--- config.mk ---
export PLATFORM = sky130hd
export DESIGN_NAME = i2c_tgt_stretch
export DESIGN_NICKNAME = d
export VERILOG_FILES = /design/src/rtl/i2c_tgt_pkg.sv /design/src/rtl/i2c_tgt_sync.sv /design/src/rtl/i2c_tgt_regs.sv /design/src/rtl/i2c_tgt_engine.sv /design/src/rtl/i2c_tgt_stretch.sv
export SDC_FILE = /design/constraint.sdc
export NUM_CORES = 1
export LEC_CHECK = 0
export CORE_ASPECT_RATIO = 0.8
export CORE_MARGIN = 2
export CORE_UTILIZATION = 50
export CTS_CLUSTER_DIAMETER = 50
export DETAILED_ROUTE_END_ITERATION = 8
export MAX_ROUTING_LAYER = met4
export PLACE_DENSITY = 0.74
export SETUP_SLACK_MARGIN = 0.4
export SLEW_MARGIN = 25
export SYNTH_ARGS = -nofsm -noshare
export SYNTH_HDL_FRONTEND = slang
export SYNTH_SLANG_ARGS = --single-unit
--- constraint.sdc ---
create_clock -name clk -period 2.1 [get_ports clk]
set_clock_uncertainty 0.2 [all_clocks]
set_input_delay 0.21 -clock clk [delete_from_list [all_inputs] [get_ports clk]]
set_output_delay 0.21 -clock clk [all_outputs]
set_load 0.005 [all_outputs]
--- src/rtl/i2c_tgt_pkg.sv ---
package i2c_tgt_pkg;
  localparam int SEL_W    = 2;
  localparam logic [SEL_W-1:0] SEL_OWN  = 2'd0;
  localparam logic [SEL_W-1:0] SEL_CS   = 2'd1;
  localparam logic [SEL_W-1:0] SEL_DATA = 2'd2;

  localparam int STAT_RX = 0;
  localparam int STAT_TX = 1;
  localparam int STAT_FB = 2;

  typedef enum logic [3:0] {
    ST_IDLE,
    ST_ADDR,
    ST_ADDR_ACK,
    ST_RX_BITS,
    ST_RX_WAIT,
    ST_RX_ACK,
    ST_TX_WAIT,
    ST_TX_BITS,
    ST_TX_ACK
  } tgt_state_e;
endpackage

--- src/rtl/i2c_tgt_sync.sv ---
module i2c_tgt_sync #(
  parameter int STAGES = 2
) (
  input  logic clk,
  input  logic rst_n,
  input  logic scl_i,
  input  logic sda_i,
  output logic scl_s,
  output logic sda_s,
  output logic scl_rise,
  output logic scl_fall,
  output logic start_det,
  output logic stop_det
);
  logic [STAGES-1:0] scl_pipe, sda_pipe;
  logic scl_q, sda_q;

  generate
    if (STAGES == 1) begin : g_one
      always_ff @(posedge clk or negedge rst_n) begin
        if (!rst_n) begin
          scl_pipe <= '1;
          sda_pipe <= '1;
        end else begin
          scl_pipe <= scl_i;
          sda_pipe <= sda_i;
        end
      end
    end else begin : g_many
      always_ff @(posedge clk or negedge rst_n) begin
        if (!rst_n) begin
          scl_pipe <= '1;
          sda_pipe <= '1;
        end else begin
          scl_pipe <= {scl_pipe[STAGES-2:0], scl_i};
          sda_pipe <= {sda_pipe[STAGES-2:0], sda_i};
        end
      end
    end
  endgenerate

  assign scl_s = scl_pipe[STAGES-1];
  assign sda_s = sda_pipe[STAGES-1];

  always_ff @(posedge clk or negedge rst_n) begin
    if (!rst_n) begin
      scl_q <= 1'b1;
      sda_q <= 1'b1;
    end else begin
      scl_q <= scl_s;
      sda_q <= sda_s;
    end
  end

  assign scl_rise  = !scl_q && scl_s;
  assign scl_fall  = scl_q && !scl_s;
  assign start_det = scl_q && scl_s && sda_q && !sda_s;
  assign stop_det  = scl_q && scl_s && !sda_q && sda_s;
endmodule

--- src/rtl/i2c_tgt_regs.sv ---
module i2c_tgt_regs
  import i2c_tgt_pkg::*;
#(
  parameter int DW = 8,
  parameter int AW = 7
) (
  input  logic             clk,
  input  logic             rst_n,
  input  logic [SEL_W-1:0] reg_sel,
  input  logic             reg_wr,
  input  logic             reg_rd,
  input  logic [DW-1:0]    reg_wdata,
  output logic [DW-1:0]    reg_rdata,
  input  logic             rx_req,
  input  logic             tx_req,
  input  logic             fbr,
  input  logic [DW-1:0]    rx_byte,
  output logic [AW-1:0]    own_addr,
  output logic             enable,
  output logic             host_rd_data,
  output logic             host_wr_data
);
  logic [DW-1:0] status;

  always_ff @(posedge clk or negedge rst_n) begin
    if (!rst_n) begin
      own_addr <= '0;
      enable   <= 1'b0;
    end else if (reg_wr) begin
      if (reg_sel == SEL_OWN) own_addr <= reg_wdata[AW-1:0];
      if (reg_sel == SEL_CS)  enable   <= reg_wdata[0];
    end
  end

  always_comb begin
    status          = '0;
    status[STAT_RX] = rx_req;
    status[STAT_TX] = tx_req;
    status[STAT_FB] = fbr;
  end

  always_comb begin
    case (reg_sel)
      SEL_OWN:  reg_rdata = DW'(own_addr);
      SEL_CS:   reg_rdata = status;
      SEL_DATA: reg_rdata = rx_byte;
      default:  reg_rdata = '0;
    endcase
  end

  assign host_rd_data = reg_rd && (reg_sel == SEL_DATA);
  assign host_wr_data = reg_wr && (reg_sel == SEL_DATA);
endmodule

--- src/rtl/i2c_tgt_engine.sv ---
module i2c_tgt_engine
  import i2c_tgt_pkg::*;
#(
  parameter int AW = 7
) (
  input  logic          clk,
  input  logic          rst_n,
  input  logic          sda_s,
  input  logic          scl_rise,
  input  logic          scl_fall,
  input  logic          start_det,
  input  logic          stop_det,
  input  logic [AW-1:0] own_addr,
  input  logic          enable,
  input  logic          host_rd_data,
  input  logic          host_wr_data,
  input  logic [AW:0]   wdata,
  output logic [AW:0]   rx_byte,
  output logic          rx_req,
  output logic          tx_req,
  output logic          fbr,
  output logic          sda_oe
);
  localparam int BYTE_W = AW + 1;
  localparam int CNT_W  = $clog2(BYTE_W + 1);
  localparam logic [CNT_W-1:0] LAST_RISE = CNT_W'(BYTE_W);
  localparam logic [CNT_W-1:0] LAST_FALL = CNT_W'(BYTE_W - 1);

  tgt_state_e        st;
  logic [BYTE_W-1:0] sh;
  logic [CNT_W-1:0]  cnt;
  logic              rw, first, ack_ok;

  always_ff @(posedge clk or negedge rst_n) begin
    if (!rst_n) begin
      st      <= ST_IDLE;
      sh      <= '0;
      cnt     <= '0;
      rw      <= 1'b0;
      first   <= 1'b0;
      ack_ok  <= 1'b0;
      rx_byte <= '0;
      rx_req  <= 1'b0;
      tx_req  <= 1'b0;
      fbr     <= 1'b0;
      sda_oe  <= 1'b0;
    end else if (start_det || stop_det) begin
      st     <= start_det ? ST_ADDR : ST_IDLE;
      cnt    <= '0;
      sda_oe <= 1'b0;
      rx_req <= 1'b0;
      tx_req <= 1'b0;
      fbr    <= 1'b0;
    end else begin
      case (st)
        ST_ADDR: begin
          if (scl_rise) begin
            sh  <= {sh[BYTE_W-2:0], sda_s};
            cnt <= cnt + 1'b1;
          end else if (scl_fall && cnt == LAST_RISE) begin
            if (enable && sh[BYTE_W-1:1] == own_addr) begin
              sda_oe <= 1'b1;
              rw     <= sh[0];
              st     <= ST_ADDR_ACK;
            end else begin
              st <= ST_IDLE;
            end
          end
        end
        ST_ADDR_ACK: begin
          if (scl_fall) begin
            sda_oe <= 1'b0;
            cnt    <= '0;
            if (rw) begin
              tx_req <= 1'b1;
              st     <= ST_TX_WAIT;
            end else begin
              first <= 1'b1;
              st    <= ST_RX_BITS;
            end
          end
        end
        ST_RX_BITS: begin
          if (scl_rise) begin
            sh  <= {sh[BYTE_W-2:0], sda_s};
            cnt <= cnt + 1'b1;
          end else if (scl_fall && cnt == LAST_RISE) begin
            rx_byte <= sh;
            rx_req  <= 1'b1;
            fbr     <= first;
            first   <= 1'b0;
            st      <= ST_RX_WAIT;
          end
        end
        ST_RX_WAIT: begin
          if (host_rd_data) begin
            rx_req <= 1'b0;
            fbr    <= 1'b0;
            sda_oe <= 1'b1;
            st     <= ST_RX_ACK;
          end
        end
        ST_RX_ACK: begin
          if (scl_fall) begin
            sda_oe <= 1'b0;
            cnt    <= '0;
            st     <= ST_RX_BITS;
          end
        end
        ST_TX_WAIT: begin
          if (host_wr_data) begin
            tx_req <= 1'b0;
            sh     <= wdata;
            sda_oe <= !wdata[BYTE_W-1];
            cnt    <= '0;
            st     <= ST_TX_BITS;
          end
        end
        ST_TX_BITS: begin
          if (scl_fall) begin
            cnt <= cnt + 1'b1;
            if (cnt == LAST_FALL) begin
              sda_oe <= 1'b0;
              st     <= ST_TX_ACK;
            end else begin
              sh     <= {sh[BYTE_W-2:0], 1'b0};
              sda_oe <= !sh[BYTE_W-2];
            end
          end
        end
        ST_TX_ACK: begin
          if (scl_rise) begin
            ack_ok <= !sda_s;
          end else if (scl_fall) begin
            if (ack_ok) begin
              tx_req <= 1'b1;
              st     <= ST_TX_WAIT;
            end else begin
              st <= ST_IDLE;
            end
          end
        end
        default: st <= ST_IDLE;
      endcase
    end
  end
endmodule

--- src/rtl/i2c_tgt_stretch.sv ---
module i2c_tgt_stretch
  import i2c_tgt_pkg::*;
#(
  parameter int ADDR_BITS   = 7,
  parameter int SYNC_STAGES = 2
) (
  input  logic       clk,
  input  logic       rst_n,
  input  logic [1:0] reg_sel,
  input  logic       reg_wr,
  input  logic       reg_rd,
  input  logic [7:0] reg_wdata,
  output logic [7:0] reg_rdata,
  input  logic       scl_i,
  output logic       scl_oe,
  input  logic       sda_i,
  output logic       sda_oe
);
  localparam int DW = ADDR_BITS + 1;

  logic sda_s_w, scl_s_w, rise_w, fall_w, start_w, stop_w;
  logic [ADDR_BITS-1:0] own_w;
  logic enable_w, hrd_w, hwr_w;
  logic rx_req_w, tx_req_w, fbr_w;
  logic [DW-1:0] rx_byte_w;

  i2c_tgt_sync #(.STAGES(SYNC_STAGES)) u_sync (
    .clk(clk), .rst_n(rst_n), .scl_i(scl_i), .sda_i(sda_i),
    .scl_s(scl_s_w), .sda_s(sda_s_w), .scl_rise(rise_w), .scl_fall(fall_w),
    .start_det(start_w), .stop_det(stop_w)
  );

  i2c_tgt_regs #(.DW(DW), .AW(ADDR_BITS)) u_regs (
    .clk(clk), .rst_n(rst_n), .reg_sel(reg_sel), .reg_wr(reg_wr),
    .reg_rd(reg_rd), .reg_wdata(reg_wdata), .reg_rdata(reg_rdata),
    .rx_req(rx_req_w), .tx_req(tx_req_w), .fbr(fbr_w), .rx_byte(rx_byte_w),
    .own_addr(own_w), .enable(enable_w), .host_rd_data(hrd_w),
    .host_wr_data(hwr_w)
  );

  i2c_tgt_engine #(.AW(ADDR_BITS)) u_eng (
    .clk(clk), .rst_n(rst_n), .sda_s(sda_s_w), .scl_rise(rise_w),
    .scl_fall(fall_w), .start_det(start_w), .stop_det(stop_w),
    .own_addr(own_w), .enable(enable_w), .host_rd_data(hrd_w),
    .host_wr_data(hwr_w), .wdata(reg_wdata), .rx_byte(rx_byte_w),
    .rx_req(rx_req_w), .tx_req(tx_req_w), .fbr(fbr_w), .sda_oe(sda_oe)
  );

  // Hold the clock low while software owes the block a data access.
  assign scl_oe = rx_req_w || tx_req_w;

  logic unused_w;
  assign unused_w = scl_s_w;
endmodule

==> metrics.txt <==
outcome complete, but fails checks; failing checks negative setup slack; Cell Rows 23; clock network power share 13.1%; Total GRT Usage 27.90%; setup ws final -0.1183 ns; RSZ-0062 raised after global routing yes; Max-Cap Viols 0; non-filler instance count after layout 405; CTS tree built; total congestion overflow 0; top_reg_cell synth dfrtp_1; Hold Vio Cnt, Final 0; pin count of the biggest net entering global routing 28; Final Max Slew Viols 0; Post-synth EDFFs 0; DR iter-0 viols 250; core box area 5065 um^2; DIE WIDTH 85.44 um; Final Util 76.56%; design area 3877 um^2; relative slew slack 60.21%; cell family with most CP delay simple AND/OR/NAND/NOR gates; syn nets 271; port bufs 25; fillers 339; share of layout cells above drive strength 1 49.85%; CP Launch Type flop; switching part of the total 37.07%; r2r worst-path depth 6; Die H 69.15 um; switching pwr 1.513 mW; CTS Root Cell clkbuf_8; DRT met1 WL 3600 um; Post-synth ARST share 100.0%; Area after DPL 3307 um^2; Setup CP Type flop to flop; Post-DP HPWL 5039 um; first-pass GRT wire length 12480 um; Sequential Power Share 31.0%; Worst path depth 6; H-tree depth 2; Layout Nets 360; Arr. time, crit path 2.22 ns; Met3 Wirelength 475 um; Mean Syn Cell Area 10.48 um^2; routed len/inst 19.73 um; first-pass iteration count of the detailed router 5; Post-Synthesis Cells 253; GP Congestion 0.8565; setup TNS -0.3710 ns; synthesis-stage register bit count 45; synth warn 0; Pwr Density 1053 nW/um^2; antenna diode count 0; Worst-Margin Slew 0.5969 ns; Starting Density 52.37%; Pint 2.569 mW; DRC Markers 0; Vias/cell 6.022; worst hold path type input port to flop; ANT nets after route 0; synth unique cells 60; routed wire length 7991 um; Routed met2 length 3767 um; worst IR drop on VDD 0.8007 mV; endpoint class of the critical path flop; Highest Signal Layer met4; sequential fraction of the synthesis area 42.74%; slowest stage delay, CP 0.52 ns; area occupied by multi-input gates 1732 um^2; vias post-DR 2439; Register Area 1136 um^2; fin crit share 105.6%; synthesized cell area 2653 um^2; initial antenna violation count 0; Hold Crit Depth 1; Worst-path clk slew 0.08 ns; clock buffer depth 2; Pleak 1.729 nW; Slowest cell on crit path or4_4; min cycle time layout 2.218 ns; # setup viols final 4; placed insts 370; crit path buf inv count 1; combinational fraction of design power 55.9%; CTS sink cnt 45; boundary pin count 26; worst path cell trace inv_1 -> ha_2 -> nand2_2 -> or3_4 -> or4_4 -> mux2_4; Num CTS Buffers 5; FMAX 0.4508 GHz; CP Data Required Time 2.10 ns; Worst-Skew Late Latency 0.30 ns; Pwr Total 4.082 mW; P&R area growth vs syn 46.18%; worst-path fanout max 4; die area 5907 um^2; via count of the first global-routing pass 2479
==> final cells by class <==
cell class	instances	area share, %
timing repair buffer	96	21.39
sequential	45	29.30
multi-input combinational	189	44.66
clock buffer	7	1.968
tap	62	2.001
clock inverter	1	0.1936
inverter	5	0.4840
==> registers in the layout, summed over array words and instances, names as in the netlist <==
| signal | flops |
|---|---|
| u_eng.sda_oe | 1 |
| u_regs.own_addr | 7 |
| u_eng.rx_byte | 8 |
| u_sync.sda_pipe | 2 |
| u_eng.ack_ok | 1 |
| u_eng.st | 4 |
| u_eng.fbr | 1 |
| u_sync.scl_q | 1 |
| u_eng.cnt | 4 |
| u_eng.rx_req | 1 |
| u_eng.tx_req | 1 |
| u_eng.rw | 1 |
| u_eng.sh | 8 |
| u_eng.first | 1 |
| u_sync.sda_q | 1 |
| u_regs.enable | 1 |
| u_sync.scl_pipe | 2 |
==> Yosys cell counts (4+ instances only) <==
| cell type | n | area, um^2 |
|---|---|---|
| dfrtp_1 | 39 | 975.9 |
| nand3_1 | 4 | 20.02 |
| mux2i_1 | 8 | 80.08 |
| nand3b_1 | 6 | 45.04 |
| mux2_2 | 31 | 349.1 |
| nand2_1 | 19 | 71.32 |
| nor2b_1 | 5 | 31.28 |
| inv_1 | 5 | 18.77 |
| dfstp_2 | 6 | 157.7 |
| xnor2_1 | 7 | 61.31 |
| nor2_1 | 15 | 56.30 |
| buf_2 | 4 | 20.02 |
| clkbuf_1 | 6 | 22.52 |
| a21oi_1 | 7 | 35.03 |
| o21ai_0 | 14 | 70.07 |
| nand4_1 | 4 | 25.02 |
| nand2b_1 | 7 | 43.79 |
==> path summary, 6_finish.rpt <==
check | from | end | slack (ns)
max in group asynchronous | rst_n | u_sync.sda_q | 0.82
worst min-delay path | scl_i | u_sync.scl_pipe[0] | 0.10
worst max register to register | u_eng.cnt[0] | u_eng.rw | -0.12
worst min register to register | u_sync.scl_pipe[0] | u_sync.scl_pipe[1] | 0.16
min in group asynchronous | rst_n | u_eng.rx_byte[1] | 0.24
worst max-delay path | u_eng.cnt[0] | u_eng.rw | -0.12
==> worst register-to-register path, cell delays in order (launching register included) <==
cell and delay (ns):
dfrtp_1 0.42, inv_1 0.09, ha_2 0.18, nand2_2 0.07
or3_4 0.34, or4_4 0.52, mux2_4 0.30
==> cell usage in the layout, fill, tap and decap left out, types with 8 or more instances in the layout <==
| master | instances |
|---|---|
| buf_6 | 13 |
| clkdlybuf4s50_1 | 13 |
| dfrtp_1 | 37 |
| buf_4 | 55 |
| mux2i_1 | 8 |
| nand2_1 | 14 |
| mux2_2 | 16 |
| nor2_1 | 12 |
| mux2_4 | 17 |
| dlygate4sd2_1 | 8 |
| o21ai_0 | 9 |
==> cells by family after synthesis <==
group           after synthesis  share of synthesized area [%]
simple gates                 92                          21.51
compound gates               45                          11.23
flops                        45                          42.74
mux                          41                          17.03
buf+inv                      19                          3.585
xor+xnor                      9                          2.972
fa+ha+maj                     2                         0.9432
==> per-stage QoR <==
step           hold WS (ns)  setup slack [ns]
6_report             0.1041           -0.1183
3_5_place_dp        0.04263           -0.1249
3_3_place_gp        0.03838          -0.07241
5_1_grt             0.08902           -0.2027
2_1_floorplan       -0.2856          -0.04698
4_1_cts              0.1068          -0.08413
==> power by group through the flow <==
stage          combinational, mW  clock [mW]  sequential (mW)
6_report                    2.28       0.534             1.27
5_1_grt                     2.43       0.585             1.29
4_1_cts                     1.97       0.537             1.25
3_5_place_dp                1.61           0             1.29
3_3_place_gp                1.58           0             1.28
2_1_floorplan               1.03           0             1.22
==> per-layer routing <==
metal | vias up | global-route usage, %
met5 | - | -
met4 | 0 | 7.584
met3 | 24 | 8.503
met2 | 99 | 41.15
met1 | 1211 | 37.45
li1 | 1105 | -
==> timing repair <==
item                       CTS  global route
hold endpoints to repair    25             0
setup endpoints to repair   40            31
hold buffers                 1             0
resized for setup           71            25
buffers inserted            17             9
pin swaps                   19            21
Power figures use the tool's default switching activity.
